**config.mk**
```make
export PLATFORM = sky130hd
export DESIGN_NAME = plru4_repl
export DESIGN_NICKNAME = d
export VERILOG_FILES = /design/src/rtl/plru4_pkg.sv /design/src/rtl/plru4_ctrl.sv /design/src/rtl/plru4_dpath.sv /design/src/rtl/plru4_repl.sv
export SDC_FILE = /design/constraint.sdc
export NUM_CORES = 1
export LEC_CHECK = 0
export ABC_AREA = 1
export BUFFER_PORTS_ARGS = -buffer_cell sky130_fd_sc_hd__buf_2
export CAP_MARGIN = 20
export CELL_PAD_IN_SITES_DETAIL_PLACEMENT = 1
export CELL_PAD_IN_SITES_GLOBAL_PLACEMENT = 2
export CORE_MARGIN = 3
export CORE_UTILIZATION = 33
export CTS_CLUSTER_SIZE = 10
export DETAILED_ROUTE_END_ITERATION = 8
export PLACE_DENSITY = 0.73
export SLEW_MARGIN = 20
export SYNTH_ARGS = -nofsm -noshare
export SYNTH_HDL_FRONTEND = slang
export SYNTH_HIERARCHICAL = 1
export SYNTH_SLANG_ARGS = --single-unit
```
**constraint.sdc**
```tcl
create_clock -name clk -period 1.61 [get_ports clk]
set_clock_uncertainty 0.15 [all_clocks]
set_input_delay 0.161 -clock clk [delete_from_list [all_inputs] [get_ports clk]]
set_output_delay 0.161 -clock clk [all_outputs]
set_load 0.02 [all_outputs]
```
**src/rtl/plru4_pkg.sv**
```systemverilog
package plru4_pkg;
  localparam int WAYS  = 4;
  localparam int WAY_W = 2;

  typedef logic [WAY_W-1:0] way_t;

  // Strobes from control to the history datapath
  typedef struct packed {
    logic touch;     // write the root bit of the addressed set
    logic rootVal;   // new root value
    logic leftWr;    // write the left-pair bit
    logic leftVal;
    logic rightWr;   // write the right-pair bit
    logic rightVal;
  } updStrobe_t;
endpackage

```
**src/rtl/plru4_ctrl.sv**
```systemverilog
module plru4_ctrl
  import plru4_pkg::*;
(
  input  logic       accValid,
  input  way_t       accWay,
  output updStrobe_t strb
);
  // Point the tree away from the way just touched
  always_comb begin
    strb          = '0;
    strb.touch    = accValid;
    strb.rootVal  = ~accWay[1];
    strb.leftWr   = accValid & ~accWay[1];
    strb.leftVal  = ~accWay[0];
    strb.rightWr  = accValid & accWay[1];
    strb.rightVal = ~accWay[0];
  end
endmodule

```
**src/rtl/plru4_dpath.sv**
```systemverilog
module plru4_dpath
  import plru4_pkg::*;
#(
  parameter int SETS  = 128,
  parameter int SET_W = $clog2(SETS)
) (
  input  logic             clk,
  input  logic             rst,
  input  updStrobe_t       strb,
  input  logic [SET_W-1:0] accSet,
  input  logic [SET_W-1:0] qrySet,
  input  logic [WAYS-1:0]  qryValidMask,
  output way_t             victimWay
);
  logic [SETS-1:0] rootBits;
  logic [SETS-1:0] leftBits;
  logic [SETS-1:0] rightBits;

  always_ff @(posedge clk) begin
    if (rst) begin
      rootBits  <= '0;
      leftBits  <= '0;
      rightBits <= '0;
    end else if (strb.touch) begin
      rootBits[accSet] <= strb.rootVal;
      if (strb.leftWr)  leftBits[accSet]  <= strb.leftVal;
      if (strb.rightWr) rightBits[accSet] <= strb.rightVal;
    end
  end

  // Victim decode reads the registered bits, so a same-cycle update is not seen
  logic qRoot, qLeft, qRight;
  way_t treeWay;
  way_t freeWay;
  logic anyFree;

  always_comb begin
    qRoot   = rootBits[qrySet];
    qLeft   = leftBits[qrySet];
    qRight  = rightBits[qrySet];
    treeWay = qRoot ? {1'b1, qRight} : {1'b0, qLeft};
  end

  always_comb begin
    freeWay = '0;
    anyFree = 1'b0;
    for (int w = WAYS - 1; w >= 0; w--) begin
      if (!qryValidMask[w]) begin
        freeWay = way_t'(w);
        anyFree = 1'b1;
      end
    end
  end

  assign victimWay = anyFree ? freeWay : treeWay;

  // An empty way is always the one returned
  assert_free_way_R7: assert property (@(posedge clk) disable iff (rst)
    (qryValidMask != 4'hF) |-> !qryValidMask[victimWay]);

  // With a full set the pair follows the root bit
  assert_pair_select_R5: assert property (@(posedge clk) disable iff (rst)
    ((qryValidMask == 4'hF) && !qRoot) |-> (victimWay[1] == 1'b0));

  assert_pair_select_R6: assert property (@(posedge clk) disable iff (rst)
    ((qryValidMask == 4'hF) && qRoot) |-> (victimWay[1] == 1'b1));

  // Updates on the other half of the tree leave a pair's bits alone
  assert_left_hold_R3: assert property (@(posedge clk) disable iff (rst)
    (strb.touch && !strb.leftWr) |=> $stable(leftBits));

  assert_right_hold_R4: assert property (@(posedge clk) disable iff (rst)
    (strb.touch && !strb.rightWr) |=> $stable(rightBits));

  assert_idle_hold_R10: assert property (@(posedge clk) disable iff (rst)
    !strb.touch |=> ($stable(rootBits) && $stable(leftBits) && $stable(rightBits)));
endmodule

```
**src/rtl/plru4_repl.sv**
```systemverilog
module plru4_repl
  import plru4_pkg::*;
#(
  parameter int SETS  = 128,
  parameter int SET_W = $clog2(SETS)
) (
  input  logic             clk,
  input  logic             rst,
  input  logic             accValid,
  input  logic [SET_W-1:0] accSet,
  input  logic [1:0]       accWay,
  input  logic [SET_W-1:0] qrySet,
  input  logic [3:0]       qryValidMask,
  output logic [1:0]       victimWay
);
  updStrobe_t strb;

  plru4_ctrl u_ctrl (
    .accValid (accValid),
    .accWay   (accWay),
    .strb     (strb)
  );

  plru4_dpath #(.SETS(SETS), .SET_W(SET_W)) u_dpath (
    .clk          (clk),
    .rst          (rst),
    .strb         (strb),
    .accSet       (accSet),
    .qrySet       (qrySet),
    .qryValidMask (qryValidMask),
    .victimWay    (victimWay)
  );

  // A way just touched is never the next victim of a full set
  assert_fresh_not_victim_R2: assert property (@(posedge clk) disable iff (rst)
    accValid |=> (!((qrySet == $past(accSet)) && (qryValidMask == 4'hF))
                  || (victimWay[1] != $past(accWay[1]))));
endmodule

```
== Word level (Yosys, flattened, before mapping) ==
Index checks and enable logic that the tools add are counted.
W data, S select, Z words.
Cells by class
  magnitude comparators: 3
  reductions and logical operators: 3
  bitwise logic cells: 4
  multiplexer cells: 21
Operator list (number)
  $bwmux W128: 3
  $bmux W1 S7: 3
  $lt A7 B8 Y1 const B: 2
  $mux W2: 6
  $mux W1: 8
  $demux W1 S7: 1
  $ge A7 B1 Y1 const B: 1
  $reduce_and A2 Y1: 2
  $and A1 B1 Y1: 2
  $not A1 Y1: 2
  $logic_and A1 B1 Y1: 1
Word-level totals
  bits in registers: 384
  output and inout bits: 2
  bits of input ports: 23
  word-level logic and storage cells: 34

== Longest topological paths before layout ==
  word-level depth: 5
  gate-level depth with buffers: 16
  depth with buffers taken out: 14

== By module ==
The synthesis kept the hierarchy.
By module, submodules not included
  plru4_dpath: instances 1, area an instance 18915.6 um2, sequential area each 7687.4 um2, cells each 2723
  plru4_ctrl: instances 1, area an instance 37.5 um2, sequential area each 0.0 um2, cells each 8

== Worst setup path after synthesis ==
Ideal clock, no wire load.
  kind: input -> output
  from: input qrySet[0]
  to: output victimWay[1]
  stages: 13
  data arrival time: 1.523 ns
  path buffers: 3
  slack: -0.224 ns
  required time: 1.299 ns
  path through: buf_2 -> buf_4 -> buf_2 -> nand2_1 -> nand3_1 -> nand3_1 -> nand3_1 -> nand2_1 -> nand2_1 -> nand3_1 -> nand2_1 -> nand2_1 -> a21oi_1
On the way
  word-level cells in the longest chain between the ends: 4
RTL lines
  start, declared: RTL line plru4_repl.sv:12  | input logic [SET_W-1:0] qrySet,
  $bmux W1 S7: RTL line plru4_dpath.sv:38  | qRoot = rootBits[qrySet];
  $mux W1 (not written as such): RTL line plru4_dpath.sv:38
  $mux W2: RTL line plru4_dpath.sv:41  | treeWay = qRoot ? {1'b1, qRight} : {1'b0, qLeft};
  $mux W2: RTL line plru4_dpath.sv:55  | assign victimWay = anyFree ? freeWay : treeWay;
  end, declared: RTL line plru4_repl.sv:14  | output logic [1:0] victimWay
Every way passes these cells. The select of a mux whose other input is x is not followed.

== Worst setup path after layout ==
  from: register u_dpath.leftBits[64]
  to: output victimWay[0]
On the way
  word-level cells in the longest chain between the ends: 4
RTL lines
  start, declared: RTL line plru4_dpath.sv:16  | logic [SETS-1:0] leftBits;
  start signal, assigned by index: RTL line plru4_dpath.sv:26  | if (strb.leftWr) leftBits[accSet] <= strb.leftVal;
  $bmux W1 S7: RTL line plru4_dpath.sv:39  | qLeft = leftBits[qrySet];
  $mux W1 (not written as such): RTL line plru4_dpath.sv:39
  $mux W2: RTL line plru4_dpath.sv:41
  $mux W2: RTL line plru4_dpath.sv:55
Every way passes these cells. The select of a mux whose other input is x is not followed.

==> flow_metrics.py <==
metrics = {
    "synth": {
        "synth_fp_nets": 2754,
        "post_synth.cell_area_avg_um2": 6.94,
        "synth.yosys.warnings": 6,
        "synth.yosys.seq_area_share_pct": 40.6,
        "synthesis.instances": 2731,
        "netlist-cell-type-count": 21,
        "syn_area_mm2": 0.0190,
        "ys_seq_elements": 384,
    },
    "power": {
        "share_clk_of_total_power_pct": 46.6,
        "cell_internal_pwr_mw": 16.8,
        "seqPwrFrac_pct": 41.9,
        "switching_power_mw": 6.02,
        "switching_share_pct": 26.4,
        "leakage_nw": 8.89,
        "power_density_mw_per_mm2": 903,
        "power.combinational.fraction_pct": 11.5,
        "fin_total_pwr_mw": 22.8,
        "vdd_ir_drop_max_mv": 0.741,
    },
    "timing": {
        "report.final.slew_viol_count": 0,
        "fin_crit_sh_pct": 153,
        "fmaxAchievable_ghz": 0.405,
        "hold_ws_ps": 86.9,
        "grt_setup_unrepaired": "true",
        "hold_violations_final": 0,
        "count_of_endpoints_failing_setup_in_the_final_report": 2,
        "post-route-min-period_ps": 2470,
        "relative_max_transition_margin_pct": 64.4,
        "worst_slew_pin_tran_ps": 534,
        "final.setup.worst_slack_ps": -860,
    },
    "global_routing": {
        "globalRouteTotalUtil_pct": 25.5,
        "grt_antenna_before_repair": 1,
        "grt_total_ovfl": 0,
        "wire_length_of_the_first_global_routing_pass_mm": 122,
        "grt_start_max_net_pins": 56,
        "first_global_vias": 20841,
    },
    "run": {
        "maxCapViolCount": 0,
    },
    "cts": {
        "cts.reportedPaths.clkPinSlew_ps": 60,
        "cts_num_sinks": 384,
        "tritoncts": "yes",
        "worstSkewPairLatency_ps": 570,
        "cts.path.max_buffers": 3,
        "clockRootBuffer": "sky130_fd_sc_hd__clkbuf_16",
        "number_of_clock_buffers_inserted_by_tritoncts": 48,
        "cts_htree_levels": 2,
    },
    "route": {
        "drt-pass1-iter-count": 6,
        "antenna_violating_nets_post_route": 0,
        "vias_per_cell": 5.43,
        "drc_errors": 0,
        "drt-wirelength-per-cell_um": 21.0,
        "finalWirelength_mm": 78.6,
        "num_vias": 20306,
        "dr.first_iter.drc_count": 1064,
    },
    "die": {
        "die-area_mm2": 0.0603,
        "fp-row-count": 87,
        "die_x_um": 246,
        "floorplan.io_pins": 25,
        "die-height_um": 246,
        "core_area_mm2": 0.0566,
        "initial_core_util_pct": 33.5,
    },
    "layout": {
        "finalInstanceArea_mm2": 0.0252,
        "finalCoreUtilization_pct": 44.6,
        "fill_cells": 6921,
        "num-nets-final": 2978,
        "mostFrequentLayoutCells": "sky130_fd_sc_hd__nand2_1 (564), sky130_fd_sc_hd__dfxtp_1 (315), sky130_fd_sc_hd__nor2_1 (310), sky130_fd_sc_hd__buf_4 (281), sky130_fd_sc_hd__nand3_1 (280)",
        "area_growth_pct": 33.1,
        "antennaDiodeCount": 0,
        "post_route_cells_drive_above_1_share_pct": 25.9,
        "mostFrequentLayoutCell": "sky130_fd_sc_hd__nand2_1",
    },
    "setup_path": {
        "timing.critical_path.arrival_ps": 2160,
        "worst-setup-path-type": "flop to output pin",
        "critical_path.max_fanout": 2,
        "crit_path_end_kind": "output pin",
        "worstSetupStartpointType": "flop",
        "critical_path_required_ps": 1300,
    },
    "run_status": {
        "failed_checks": "setup timing",
        "status": "finished, violations left",
    },
    "min_path": {
        "hp-class": "input port to flop",
    },
    "placement": {
        "finalWeightedCongestion": 0.847,
        "post_dp_cell_area_mm2": 0.0229,
        "numPortBuffers": 24,
        "detailedPlacementHpwl_mm": 52.8,
    },
}
[cells in the mapped netlist]
cell type                  count  area share (%)
sky130_fd_sc_hd__buf_4        16            0.63
sky130_fd_sc_hd__inv_2        27            0.53
sky130_fd_sc_hd__dfxtp_1     384              41
sky130_fd_sc_hd__nand3_1     347             9.2
sky130_fd_sc_hd__clkbuf_1    128             2.5
sky130_fd_sc_hd__a21oi_1     208             5.5
sky130_fd_sc_hd__nand2_1     608              12
sky130_fd_sc_hd__nor3_2       16            0.84
sky130_fd_sc_hd__nor2_4        1           0.059
sky130_fd_sc_hd__clkinv_1      1           0.020
sky130_fd_sc_hd__a311oi_1     72             3.3
sky130_fd_sc_hd__buf_1        28            0.55
sky130_fd_sc_hd__inv_1       148             2.9
sky130_fd_sc_hd__buf_2        45             1.2
sky130_fd_sc_hd__a211oi_1    235             9.3
sky130_fd_sc_hd__o21ai_0      65             1.7
sky130_fd_sc_hd__nor2_1      311             6.2
sky130_fd_sc_hd__o21a_1        6            0.24
sky130_fd_sc_hd__nor2_2       65             2.1
sky130_fd_sc_hd__nor3_1       17            0.45
sky130_fd_sc_hd__nand4_1       3           0.099
[critical path, stage by stage, from the launching register on]
cell and delay [ps]:
sky130_fd_sc_hd__dfxtp_1 310, sky130_fd_sc_hd__inv_1 60, sky130_fd_sc_hd__o21ai_0 200, sky130_fd_sc_hd__nand3_1 170
sky130_fd_sc_hd__nand2_1 120, sky130_fd_sc_hd__nand2_2 70, sky130_fd_sc_hd__nand3_4 90, sky130_fd_sc_hd__nand3_1 80
sky130_fd_sc_hd__nand2_1 60, sky130_fd_sc_hd__nand2_1 60, sky130_fd_sc_hd__nand3_2 90, sky130_fd_sc_hd__nand3_4 80
sky130_fd_sc_hd__nand2_2 70, sky130_fd_sc_hd__buf_6 110
[layer usage]
| metal | global-route usage (%) | up-vias | routed length, µm |
|---|---|---|---|
| met5 | 0 | - | 13 |
| met4 | 7.61 | 2 | 2090 |
| met3 | 4.07 | 130 | 3640 |
| met2 | 42.0 | 424 | 36500 |
| met1 | 34.4 | 10001 | 36400 |
| li1 | - | 9749 | - |
[sequential cells by signal (all words and copies together) (netlist names)]
| signal | count |
|---|---|
| u_dpath/rightBits | 128 |
| u_dpath/rootBits | 128 |
| u_dpath/leftBits | 128 |
[power by group through the flow]
stage | combinational, mW | sequential (mW) | clock (mW)
2_1_floorplan | 1.19 | 9.74 | 0
3_5_place_dp | 2.41 | 9.74 | 0
4_1_cts | 2.51 | 9.53 | 10.9
3_3_place_gp | 2.38 | 9.74 | 0
6_report | 2.63 | 9.54 | 10.6
5_1_grt | 2.79 | 9.53 | 11.3
[final timing paths]
kind	from	slack, ps	cells after the start	endpoint
min reg2reg	u_dpath/leftBits[44]	310	2	u_dpath/leftBits[44]
max reg2reg	u_dpath/leftBits[82]	610	3	u_dpath/leftBits[82]
min	accValid	90	6	u_dpath/leftBits[17]
max	u_dpath/leftBits[64]	-860	13	victimWay[0]
[stage by stage]
step / worst slack (ps) / TNS [ps] / std cells
final: -860 / -1660 / 3741
after global routing: -946 / -1850 / 3741
after CTS: -859 / -1710 / 3737
after detailed placement: -934 / -67630 / 3654
after global placement: -936 / -50050 / 3654
after floorplan: -78.6 / -152 / 2731
[cell families (layout without fill, tap and decap cells)]
group           after synthesis  after routing  share of synthesized area [%]
compound gates              586            586                           20.1
buf+inv                     393            647                           8.40
simple gates               1368           1368                           31.0
flops                       384            384                           40.6
[final cells by class]
type	count	area, µm²	share of cell area [%]
clock buffer	77	1470	5.84
clock inverter	3	51.3	0.203
timing repair buffer	391	3970	15.8
sequential	384	7770	30.8
inverter	176	681	2.70
multi-input combinational	1954	10300	40.9
tap	756	946	3.75
[timing repair]
item                                    CTS  global route
hold buffers                              4             0
pin swaps                                37            49
cloned                                    0             2
resized for setup                       113           148
endpoints found under the hold margin   218             0
setup buffers                             0             3
endpoints found under the setup margin    2             3
(Power assumes the default switching activity.)
